==> src/rtl/home_dir_pkg.sv <==
package home_dir_pkg;

  typedef enum logic [1:0] {
    LN_INV = 2'd0,
    LN_SHR = 2'd1,
    LN_OWN = 2'd2
  } line_st_e;

  typedef enum logic [2:0] {
    MK_DATA_SH = 3'd0,
    MK_DATA_EX = 3'd1,
    MK_CACK    = 3'd2,
    MK_FWD_RD  = 3'd3,
    MK_FWD_WR  = 3'd4,
    MK_INV     = 3'd5
  } msg_kind_e;

endpackage

==> src/rtl/hd_rst_sync.sv <==
module hd_rst_sync (
  input  logic clk,
  input  logic rst_n,
  output logic srst_n
);
  logic [1:0] sync_q;

  always_ff @(posedge clk or negedge rst_n) begin
    if (!rst_n) sync_q <= 2'b00;
    else        sync_q <= {sync_q[0], 1'b1};
  end

  assign srst_n = sync_q[1];
endmodule

==> src/rtl/hd_decode.sv <==
module hd_decode
  import home_dir_pkg::*;
#(
  parameter int NODES  = 8,
  parameter int NODE_W = 3,
  parameter int CNT_W  = 3
) (
  input  line_st_e                 cur_st,
  input  logic [NODE_W-1:0]        cur_own,
  input  logic [NODES-1:0]         cur_shr,
  input  logic [NODE_W-1:0]        src,
  input  logic                     wr,
  output line_st_e                 nxt_st,
  output logic [NODE_W-1:0]        nxt_own,
  output logic [NODES-1:0]         nxt_shr,
  output logic [NODES-1:0]         push,
  output logic [NODES-1:0][2:0]    dkind,
  output logic [CNT_W-1:0]         ack_cnt
);
  logic [NODES-1:0] src_bit, own_bit, others, inv_mask;
  logic             fwd;
  msg_kind_e        rep_kind, fwd_kind;

  assign src_bit = NODES'(1) << src;
  assign own_bit = NODES'(1) << cur_own;
  assign others  = cur_shr & ~src_bit;

  always_comb begin
    nxt_st   = cur_st;
    nxt_own  = cur_own;
    nxt_shr  = cur_shr;
    inv_mask = '0;
    fwd      = 1'b0;
    fwd_kind = MK_FWD_RD;
    rep_kind = MK_DATA_SH;
    case (cur_st)
      LN_SHR: begin
        if (wr) begin
          inv_mask = others;
          rep_kind = MK_DATA_EX;
          nxt_st   = LN_OWN;
          nxt_own  = src;
          nxt_shr  = '0;
        end else begin
          nxt_shr  = cur_shr | src_bit;
        end
      end
      LN_OWN: begin
        if (src == cur_own) begin
          if (wr) begin
            inv_mask = others;
            rep_kind = MK_DATA_EX;
            nxt_shr  = '0;
          end else begin
            rep_kind = MK_CACK;
          end
        end else begin
          fwd      = 1'b1;
          rep_kind = MK_CACK;
          if (wr) begin
            fwd_kind = MK_FWD_WR;
            inv_mask = others & ~own_bit;
            nxt_own  = src;
            nxt_shr  = '0;
          end else begin
            nxt_shr  = cur_shr | src_bit;
          end
        end
      end
      default: begin
        if (wr) begin
          rep_kind = MK_DATA_EX;
          nxt_st   = LN_OWN;
          nxt_own  = src;
          nxt_shr  = '0;
        end else begin
          nxt_st   = LN_SHR;
          nxt_shr  = src_bit;
        end
      end
    endcase
  end

  always_comb begin
    ack_cnt = '0;
    for (int i = 0; i < NODES; i++) ack_cnt = ack_cnt + CNT_W'(inv_mask[i]);
  end

  assign push = inv_mask | src_bit | (fwd ? own_bit : '0);

  always_comb begin
    for (int d = 0; d < NODES; d++) begin
      if (NODE_W'(d) == src)                dkind[d] = rep_kind;
      else if (fwd && NODE_W'(d) == cur_own) dkind[d] = fwd_kind;
      else                                  dkind[d] = MK_INV;
    end
  end
endmodule

==> src/rtl/hd_fifo.sv <==
module hd_fifo #(
  parameter int W     = 13,
  parameter int DEPTH = 4
) (
  input  logic         clk,
  input  logic         rst_n,
  input  logic         push,
  input  logic [W-1:0] din,
  input  logic         pop,
  output logic [W-1:0] dout,
  output logic         valid,
  output logic         full
);
  localparam int PW = (DEPTH > 1) ? $clog2(DEPTH) : 1;
  localparam int CW = $clog2(DEPTH + 1);

  logic [W-1:0]  mem [DEPTH];
  logic [PW-1:0] wp_q, rp_q, wp_d, rp_d;
  logic [CW-1:0] cnt_q, cnt_d;
  logic          do_pop;

  assign do_pop = pop && (cnt_q != '0);

  always_comb begin
    wp_d  = wp_q;
    rp_d  = rp_q;
    cnt_d = cnt_q;
    if (push) wp_d = (wp_q == PW'(DEPTH - 1)) ? '0 : wp_q + 1'b1;
    if (do_pop) rp_d = (rp_q == PW'(DEPTH - 1)) ? '0 : rp_q + 1'b1;
    if (push && !do_pop) cnt_d = cnt_q + 1'b1;
    else if (!push && do_pop) cnt_d = cnt_q - 1'b1;
  end

  always_ff @(posedge clk or negedge rst_n) begin
    if (!rst_n) begin
      wp_q  <= '0;
      rp_q  <= '0;
      cnt_q <= '0;
    end else begin
      wp_q  <= wp_d;
      rp_q  <= rp_d;
      cnt_q <= cnt_d;
    end
  end

  always_ff @(posedge clk) begin
    if (push) mem[wp_q] <= din;
  end

  assign dout  = mem[rp_q];
  assign valid = (cnt_q != '0);
  assign full  = (cnt_q == CW'(DEPTH));
endmodule

==> src/rtl/home_dir_ctrl.sv <==
module home_dir_ctrl
  import home_dir_pkg::*;
#(
  parameter int NODES      = 8,
  parameter int ADDR_W     = 4,
  parameter int FIFO_DEPTH = 4,
  localparam int NODE_W    = $clog2(NODES),
  localparam int CNT_W     = $clog2(NODES),
  localparam int LINES     = 1 << ADDR_W
) (
  input  logic                      clk,
  input  logic                      rst_n,
  input  logic                      req_valid,
  output logic                      req_ready,
  input  logic [NODE_W-1:0]         req_src,
  input  logic                      req_write,
  input  logic [ADDR_W-1:0]         req_addr,
  output logic [NODES-1:0]          msg_valid,
  input  logic [NODES-1:0]          msg_ready,
  output logic [3*NODES-1:0]        msg_kind,
  output logic [NODE_W*NODES-1:0]   msg_peer,
  output logic [ADDR_W*NODES-1:0]   msg_addr,
  output logic [CNT_W*NODES-1:0]    msg_cnt
);
  localparam int EW = 3 + NODE_W + ADDR_W + CNT_W;

  logic                   srst_n;
  line_st_e               dir_st  [LINES];
  logic [NODE_W-1:0]      dir_own [LINES];
  logic [NODES-1:0]       dir_shr [LINES];

  line_st_e               nx_st;
  logic [NODE_W-1:0]      nx_own;
  logic [NODES-1:0]       nx_shr;
  logic [NODES-1:0]       push;
  logic [NODES-1:0][2:0]  dkind;
  logic [CNT_W-1:0]       ack_cnt;
  logic [NODES-1:0]       q_full;
  logic                   fire;

  hd_rst_sync u_rst (.clk(clk), .rst_n(rst_n), .srst_n(srst_n));

  hd_decode #(.NODES(NODES), .NODE_W(NODE_W), .CNT_W(CNT_W)) u_dec (
    .cur_st  (dir_st[req_addr]),
    .cur_own (dir_own[req_addr]),
    .cur_shr (dir_shr[req_addr]),
    .src     (req_src),
    .wr      (req_write),
    .nxt_st  (nx_st),
    .nxt_own (nx_own),
    .nxt_shr (nx_shr),
    .push    (push),
    .dkind   (dkind),
    .ack_cnt (ack_cnt)
  );

  assign req_ready = ~|q_full;
  assign fire      = req_valid && req_ready;

  // Directory commits at the accepting edge: no transient state.
  always_ff @(posedge clk or negedge srst_n) begin
    if (!srst_n) begin
      for (int i = 0; i < LINES; i++) begin
        dir_st[i]  <= LN_INV;
        dir_own[i] <= '0;
        dir_shr[i] <= '0;
      end
    end else if (fire) begin
      dir_st[req_addr]  <= nx_st;
      dir_own[req_addr] <= nx_own;
      dir_shr[req_addr] <= nx_shr;
    end
  end

  for (genvar d = 0; d < NODES; d++) begin : g_dest
    logic [EW-1:0]    din, head;
    logic [CNT_W-1:0] cnt_fld;

    assign cnt_fld = (req_src == NODE_W'(d)) ? ack_cnt : '0;
    assign din     = {dkind[d], req_src, req_addr, cnt_fld};

    hd_fifo #(.W(EW), .DEPTH(FIFO_DEPTH)) u_q (
      .clk   (clk),
      .rst_n (srst_n),
      .push  (fire && push[d]),
      .din   (din),
      .pop   (msg_ready[d]),
      .dout  (head),
      .valid (msg_valid[d]),
      .full  (q_full[d])
    );

    assign msg_kind[3*d +: 3]           = head[EW-1 -: 3];
    assign msg_peer[NODE_W*d +: NODE_W] = head[ADDR_W+CNT_W +: NODE_W];
    assign msg_addr[ADDR_W*d +: ADDR_W] = head[CNT_W +: ADDR_W];
    assign msg_cnt[CNT_W*d +: CNT_W]    = head[0 +: CNT_W];
  end
endmodule

==> config.mk <==
export PLATFORM = sky130hd
export DESIGN_NAME = home_dir_ctrl
export DESIGN_NICKNAME = d
export VERILOG_FILES = /design/src/rtl/home_dir_pkg.sv /design/src/rtl/hd_rst_sync.sv /design/src/rtl/hd_decode.sv /design/src/rtl/hd_fifo.sv /design/src/rtl/home_dir_ctrl.sv
export SDC_FILE = /design/constraint.sdc
export NUM_CORES = 1
export LEC_CHECK = 0
export BUFFER_PORTS_ARGS = -buffer_cell sky130_fd_sc_hd__buf_2
export CORE_MARGIN = 2
export CORE_UTILIZATION = 30
export DETAILED_ROUTE_END_ITERATION = 7
export PLACE_DENSITY_LB_ADDON = 0.05
export SLEW_MARGIN = 20
export SYNTH_ARGS = -nofsm -noshare
export SYNTH_HDL_FRONTEND = slang
export SYNTH_SLANG_ARGS = --single-unit
==> constraint.sdc <==
create_clock -name clk -period 11.3 [get_ports clk]
set_input_delay 0.565 -clock clk [delete_from_list [all_inputs] [get_ports clk]]
set_output_delay 0.565 -clock clk [all_outputs]
set_load 0.01 [all_outputs]
==> impl_metrics.tcl, run 1 <==
set metrics [dict create \
    synth_seq_area_share_pct 65.1 \
    fp.dieH_um 317 \
    viasPerCell 4.83 \
    highest_layer "met5" \
    ys_seq_elements 682 \
    crit_slowest_cell "fa_1" \
    regArea_um2 19200 \
    synth-warning-count 0 \
    cpPeakStageDelay_ns 0.89 \
    met1_length_um 35200 \
    design.die.area_um2 101000 \
    clock.fmax_mhz 148 \
    cp.arrival_ns 7.10 \
    fin_skew_ns 0.0213 \
    clock_sinks 682 \
    required_ns 11.64 \
    hpwl_um 51400 \
    place_congestion 0.777 \
    finalPower_mw 8.47 \
    final_util_pct 35.0 \
    cp-end-kind "register" \
    htreeDepth 3 \
    cp-start-kind "input port" \
    syn_inst 1912 \
    multi_input_area_um2 9530 \
    grt_antenna_before_repair 3 \
    ir_drop_uv 101 \
    hp-class "input port to asynchronous set/reset pin" \
    fin_crit_ns 6.76 \
    grt_setup_unrepaired "no" \
    numCtsBuffers 81 \
    critPathTopFamily "adder cells" \
    ioPinCount 132 \
    grt_pass1_wl_um 117000 \
    outcome "finished clean" \
    drive_gt1_share_pct 27.1 \
    drc 0 \
    core_area_um2 97000 \
    finalSetupTns_ns 0 \
    min_period_over_period_pct 59.8 \
    grt_usage_pct 16.1 \
    crit_top_cell "fa_1" \
    routed-wl-met2_um 38800 \
    fin_cells 3382 \
    clock_latency_ns 0.64 \
    synth_top_cells_by_area "edfxtp_1, dfrtp_1, mux4_2, nor2_1, a21oi_1" \
    dr.pass1.iters 5 \
    yosysTopAreaCell "edfxtp_1" \
    die_w_um 317 \
    syn_area_um2 29400 \
    syn_nets 1996 \
    relSlewSlack_pct 32.4 \
    wl_um 79500 \
    syn_area_per_cell_um2 15.4 \
    start_util_pct 30.3 \
    cts_setup_buffers 0 \
    drtIter0Drc 1176 \
    clk_pin_slew_ns 0.05 \
    cts_tree "done" \
    clock_tree.root_cell "clkbuf_16" \
    num_vias 16300 \
    wl_met3_um 3220 \
    syn2layout_area_growth_pct 15.2 \
    port_buffers 131 \
    path_cells "buf_4 > buf_4 > mux4_2 > mux4_2 > ha_1 > inv_1 > nand2_1 > nand2_1 > a2111oi_2 > ha_1 > inv_1 > fa_1 > fa_1 > fa_1 > fa_1 > nor2_1" \
    fin_nets 2124 \
    place_ws_ns 3.86 \
    placed_cells 3232 \
    worst_slew_pin_slew_ns 1.01 \
    grt_max_degree 161 \
    avgRoutedWirePerCell_um 23.5 \
    drv_cap 0 \
    num_rows 114 \
    ant_nets 0 \
    crit-reg2reg-capture "g_dest[6].u_q.mem[0][1]" \
    leakagePower_nw 12.3 \
    ys_types 68 \
    r2r-start "dir_st[24]" \
    grt_pass1_vias 17000 \
    cts_buffer_depth 3 \
    grt.overflow.total 0 \
    worst-path-buf-inv 4 \
    setup_viol 0 \
    timing.final.ws_setup_ns 4.54 \
    rr_worst_depth 15 \
    path_class "input port to register" \
    p_per_area_nw_per_um2 250 \
    fillCellCount 9362 \
    rrSetupSlack_ns 4.79 \
    synth_top_area_share_pct 42.5 \
    finalHoldViolCount 0 \
    cp_max_fo 52 \
    maxSlewViolCount 0 \
]
[report_power, final]
part           switching [mW]  internal, mW  total (mW)
clock                    1.04          1.46        2.50
sequential              0.499          3.16        3.66
combinational            1.23          1.08        2.31
total                    2.77          5.70        8.47
[cells in the mapped netlist (all sizes together)]
cell type	instances
edfxtp	416
dfrtp	266
nor2	239
a21oi	198
mux4	151
nand2	78
clkbuf	71
ha	53
buf	49
mux2	48
o21ai	46
and2	36
inv	33
mux2i	27
nor3	21
xor2	18
a21o	16
and3	15
or3	15
a22oi	14
fa	12
nand3	10
a31oi	9
o21a	9
or2	8
xnor2	8
a22o	7
o211ai	7
nor2b	5
o22ai	4
a221oi	3
nand2b	3
a2111oi	2
a221o	2
nor3b	2
nor4	2
o32a	2
a2111o	1
a21boi	1
and4	1
clkinv	1
conb	1
nand4	1
o21bai	1
[final cells by class]
| class | instances | share of cell area, % |
|---|---|---|
| clock buffers | 106 | 6.56 |
| flip-flops and latches | 682 | 56.5 |
| multi-input cells | 1076 | 28.1 |
| diodes | 2 | 0.0148 |
| inverters | 34 | 0.376 |
| well taps | 1276 | 4.71 |
| repair buffers | 165 | 2.75 |
| clock inverters | 41 | 0.956 |
[routing by layer]
layer	global-route usage, %	up-vias
li1	-	7409
met1	21.4	8482
met2	26.7	307
met3	2.78	125
met4	5.00	2
met5	0	-
[worst register-to-register path, cell delays in order (launching register included)]
cell	delay, ns
dfrtp_1	0.39
mux4_2	0.48
mux4_2	0.53
inv_1	0.13
ha_1	0.75
inv_1	0.20
nand2_1	0.25
nand2_1	0.17
a2111oi_2	0.45
ha_1	0.31
inv_1	0.08
fa_1	0.45
fa_1	0.52
fa_1	0.43
fa_1	0.89
nor2_1	0.19
[worst max path at each step]
stage                               start                      end  cells past startpoint
after detailed placement      req_addr[1]  g_dest[4].u_q.mem[1][1]                     16
after floorplan           u_rst.sync_q[1]               dir_own[0]                      0
after global routing          req_addr[1]  g_dest[4].u_q.mem[2][1]                     16
final                         req_addr[1]  g_dest[6].u_q.mem[0][1]                     16
after global placement        req_addr[1]  g_dest[6].u_q.mem[2][1]                     16
after CTS                     req_addr[1]  g_dest[4].u_q.mem[2][1]                     16
[placed cells by master (no fill, tap or decap), types with 9 or more instances in the layout]
| cell type | instances |
|---|---|
| inv_1 | 33 |
| nand3_1 | 9 |
| mux2_2 | 44 |
| xor2_1 | 17 |
| mux4_2 | 151 |
| clkbuf_1 | 17 |
| o21ai_0 | 45 |
| mux2i_1 | 27 |
| a21o_1 | 16 |
| dfrtp_1 | 261 |
| nand2_1 | 78 |
| nor2_1 | 230 |
| clkbuf_16 | 83 |
| ha_1 | 53 |
| nor3_1 | 14 |
| clkinv_1 | 15 |
| or3_1 | 14 |
| buf_4 | 35 |
| and2_1 | 35 |
| a22oi_1 | 14 |
| edfxtp_1 | 416 |
| clkinv_2 | 17 |
| a21oi_1 | 151 |
| a21oi_2 | 45 |
| and3_1 | 15 |
| buf_2 | 128 |
| fa_1 | 12 |
[timing repair]
item	4_1_cts	5_1_grt
endpoints found under the setup margin	0	0
resized for setup	0	0
hold buffers	1	0
hold endpoints to repair	2	0
[registers in the layout, summed over array words and instances, names as in the netlist]
signal,cells
g_dest.u_q.rp_q,16
g_dest.u_q.cnt_q,24
dir_own,48
u_rst.sync_q,2
dir_st,32
g_dest.u_q.mem,416
dir_shr,128
g_dest.u_q.wp_q,16
[kinds of logic (layout without fill, tap and decap cells)]
logic type      Yosys count  count (layout)  synth area share (%)
xor+xnor                 26              26                 0.838
mux                     226             226                  14.3
simple gates            436             436                  6.65
buf+inv                 154             346                  2.65
fa+ha+maj                65              65                  3.07
other cells               1               3                0.0127
compound gates          322             322                  7.36
flops                   682             682                  65.1
[per-stage QoR]
step	hold WS, ns	area (µm²)
floorplan	0.269	29400
global placement	0.337	31300
detailed placement	0.345	31300
CTS	0.189	33900
global route	0.220	33900
finish	0.244	33900
Note: power is estimated with default switching activity, not from simulation.
==> run 2, diff against run 1 <==
==> constraint.sdc (replaced) <==
create_clock -name clk -period 6.4 [get_ports clk]
set_input_delay 0.32 -clock clk [delete_from_list [all_inputs] [get_ports clk]]
set_output_delay 0.32 -clock clk [all_outputs]
set_load 0.01 [all_outputs]
==> impl_metrics.tcl, run 2 (synthesized netlist as in run 1, its figures left out) <==
set metrics [dict create \
    hpwl_um 53100 \
    num_rows 114 \
    place_congestion 0.775 \
    required_ns 6.75 \
    relSlewSlack_pct 32.2 \
    cts_resized 0 \
    grt_pass1_wl_um 118000 \
    outcome "finished clean" \
    finalHoldViolCount 0 \
    core_area_um2 97000 \
    finalSetupTns_ns 0 \
    ir_drop_uv 226 \
    cts_buffer_depth 3 \
    htreeDepth 3 \
    grt_antenna_before_repair 4 \
    viasPerCell 4.82 \
    die_w_um 317 \
    drv_cap 0 \
    cp-end-kind "register" \
    port_buffers 131 \
    grt_setup_unrepaired "no" \
    fin_skew_ns 0.0277 \
    leakagePower_nw 12.5 \
    setup_viol 0 \
    maxSlewViolCount 0 \
    min_period_over_period_pct 91.0 \
    wl_um 80000 \
    clk_pin_slew_ns 0.06 \
    cp_max_fo 8 \
    drtIter0Drc 952 \
    fp.dieH_um 317 \
    finalPower_mw 15.2 \
    fin_cells 3402 \
    layout_common_cells "edfxtp_1, dfrtp_1, nor2_1" \
    drive_gt1_share_pct 27.7 \
    path_class "register to register" \
    num_vias 16400 \
    dr.pass1.iters 5 \
    p_per_area_nw_per_um2 443 \
    worst_slew_pin_slew_ns 1.02 \
    cts_tree "done" \
    ant_nets 0 \
    grt_max_degree 171 \
    placed_cells 3256 \
    largest_reg_flops 416 \
    grt.overflow.total 0 \
    fin_nets 2147 \
    cp-start-kind "register" \
    diodes 0 \
    grt_usage_pct 16.1 \
    drc 0 \
    fin_crit_ns 5.83 \
    top_register "g_dest.u_q.mem" \
    numCtsBuffers 79 \
    start_util_pct 30.3 \
    syn2layout_area_growth_pct 16.2 \
    largest_registers "g_dest.u_q.mem (416), dir_shr (128), dir_own (48)" \
    clock.fmax_mhz 172 \
    clock_tree.root_cell "clkbuf_16" \
    ioPinCount 132 \
    cp.arrival_ns 6.18 \
    hp-class "input port to register" \
    design.die.area_um2 101000 \
    layout_commonest_cell "edfxtp_1" \
    avgRoutedWirePerCell_um 23.5 \
    grt_pass1_vias 17000 \
    clock_sinks 682 \
    clock_latency_ns 0.64 \
]
==> run 2: power by group <==
| group | internal [mW] | switching, mW |
|---|---|---|
| sequential | 5.58 | 0.879 |
| clock | 2.76 | 1.84 |
| combinational | 1.95 | 2.14 |
==> run 2: path summary, 6_finish.rpt <==
| kind | startpoint | endpoint | slack [ns] | cells past startpoint |
|---|---|---|---|---|
| setup / recovery | dir_st[2] | g_dest[4].u_q.mem[3][2] | 0.57 | 16 |
| hold / removal | msg_ready[7] | g_dest[7].u_q.rp_q[0] | 0.09 | 3 |
| setup reg to reg | dir_st[2] | g_dest[4].u_q.mem[3][2] | 0.57 | 16 |
| hold reg to reg | u_rst.sync_q[1] | dir_shr[75] | 0.31 | 0 |
| max in group asynchronous | u_rst.sync_q[1] | g_dest[1].u_q.cnt_q[2] | 4.70 | 1 |
| min in group asynchronous | u_rst.sync_q[1] | dir_shr[75] | 0.31 | 0 |
==> run 2: layout make-up <==
type | instances | area (µm²)
Timing Repair Buffer | 190 | 1120
Fill cell | 9373 | 62800
Tap cell | 1276 | 1600
Inverter | 34 | 128
Multi-Input combinational cell | 1076 | 9550
Sequential cell | 682 | 19200
Clock inverter | 39 | 469
Clock buffer | 105 | 2180
==> run 2: critical path, cell delays in order (launching register included) <==
cell       delay, ns
dfrtp_1         0.38
mux4_2          0.48
mux4_2          0.53
inv_1           0.13
ha_1            0.33
nor2b_1         0.31
nand2_1         0.19
a2111oi_2       0.46
ha_1            0.31
inv_1           0.08
fa_1            0.46
fa_1            0.52
fa_1            0.42
fa_1            0.39
xor2_1          0.16
buf_4           0.26
nor2_1          0.13
==> run 2: through the flow <==
stage	area (µm²)	worst slack, ns	util (%)	hold WS [ns]
after floorplan	29400	0.452	-	0.0244
after global placement	31500	0.342	32.5	0.114
after detailed placement	31500	0.247	32.5	0.118
after CTS	34200	0.578	35.3	0.0479
after global routing	34200	0.357	35.3	0.0824
final	34200	0.573	35.3	0.0910
==> run 2: timing repair <==
item	CTS	global route
hold endpoints to repair	2	0
hold buffers	2	0
buffers inserted	0	0
==> run 2: per-layer routing <==
| metal | GRT usage, % | vias to the layer above | wire [µm] |
|---|---|---|---|
| met5 | 0 | - | 13 |
| met3 | 2.46 | 122 | 2520 |
| li1 | - | 7452 | - |
| met1 | 22.0 | 8543 | 36500 |
| met2 | 26.8 | 290 | 39100 |
| met4 | 4.20 | 2 | 1840 |
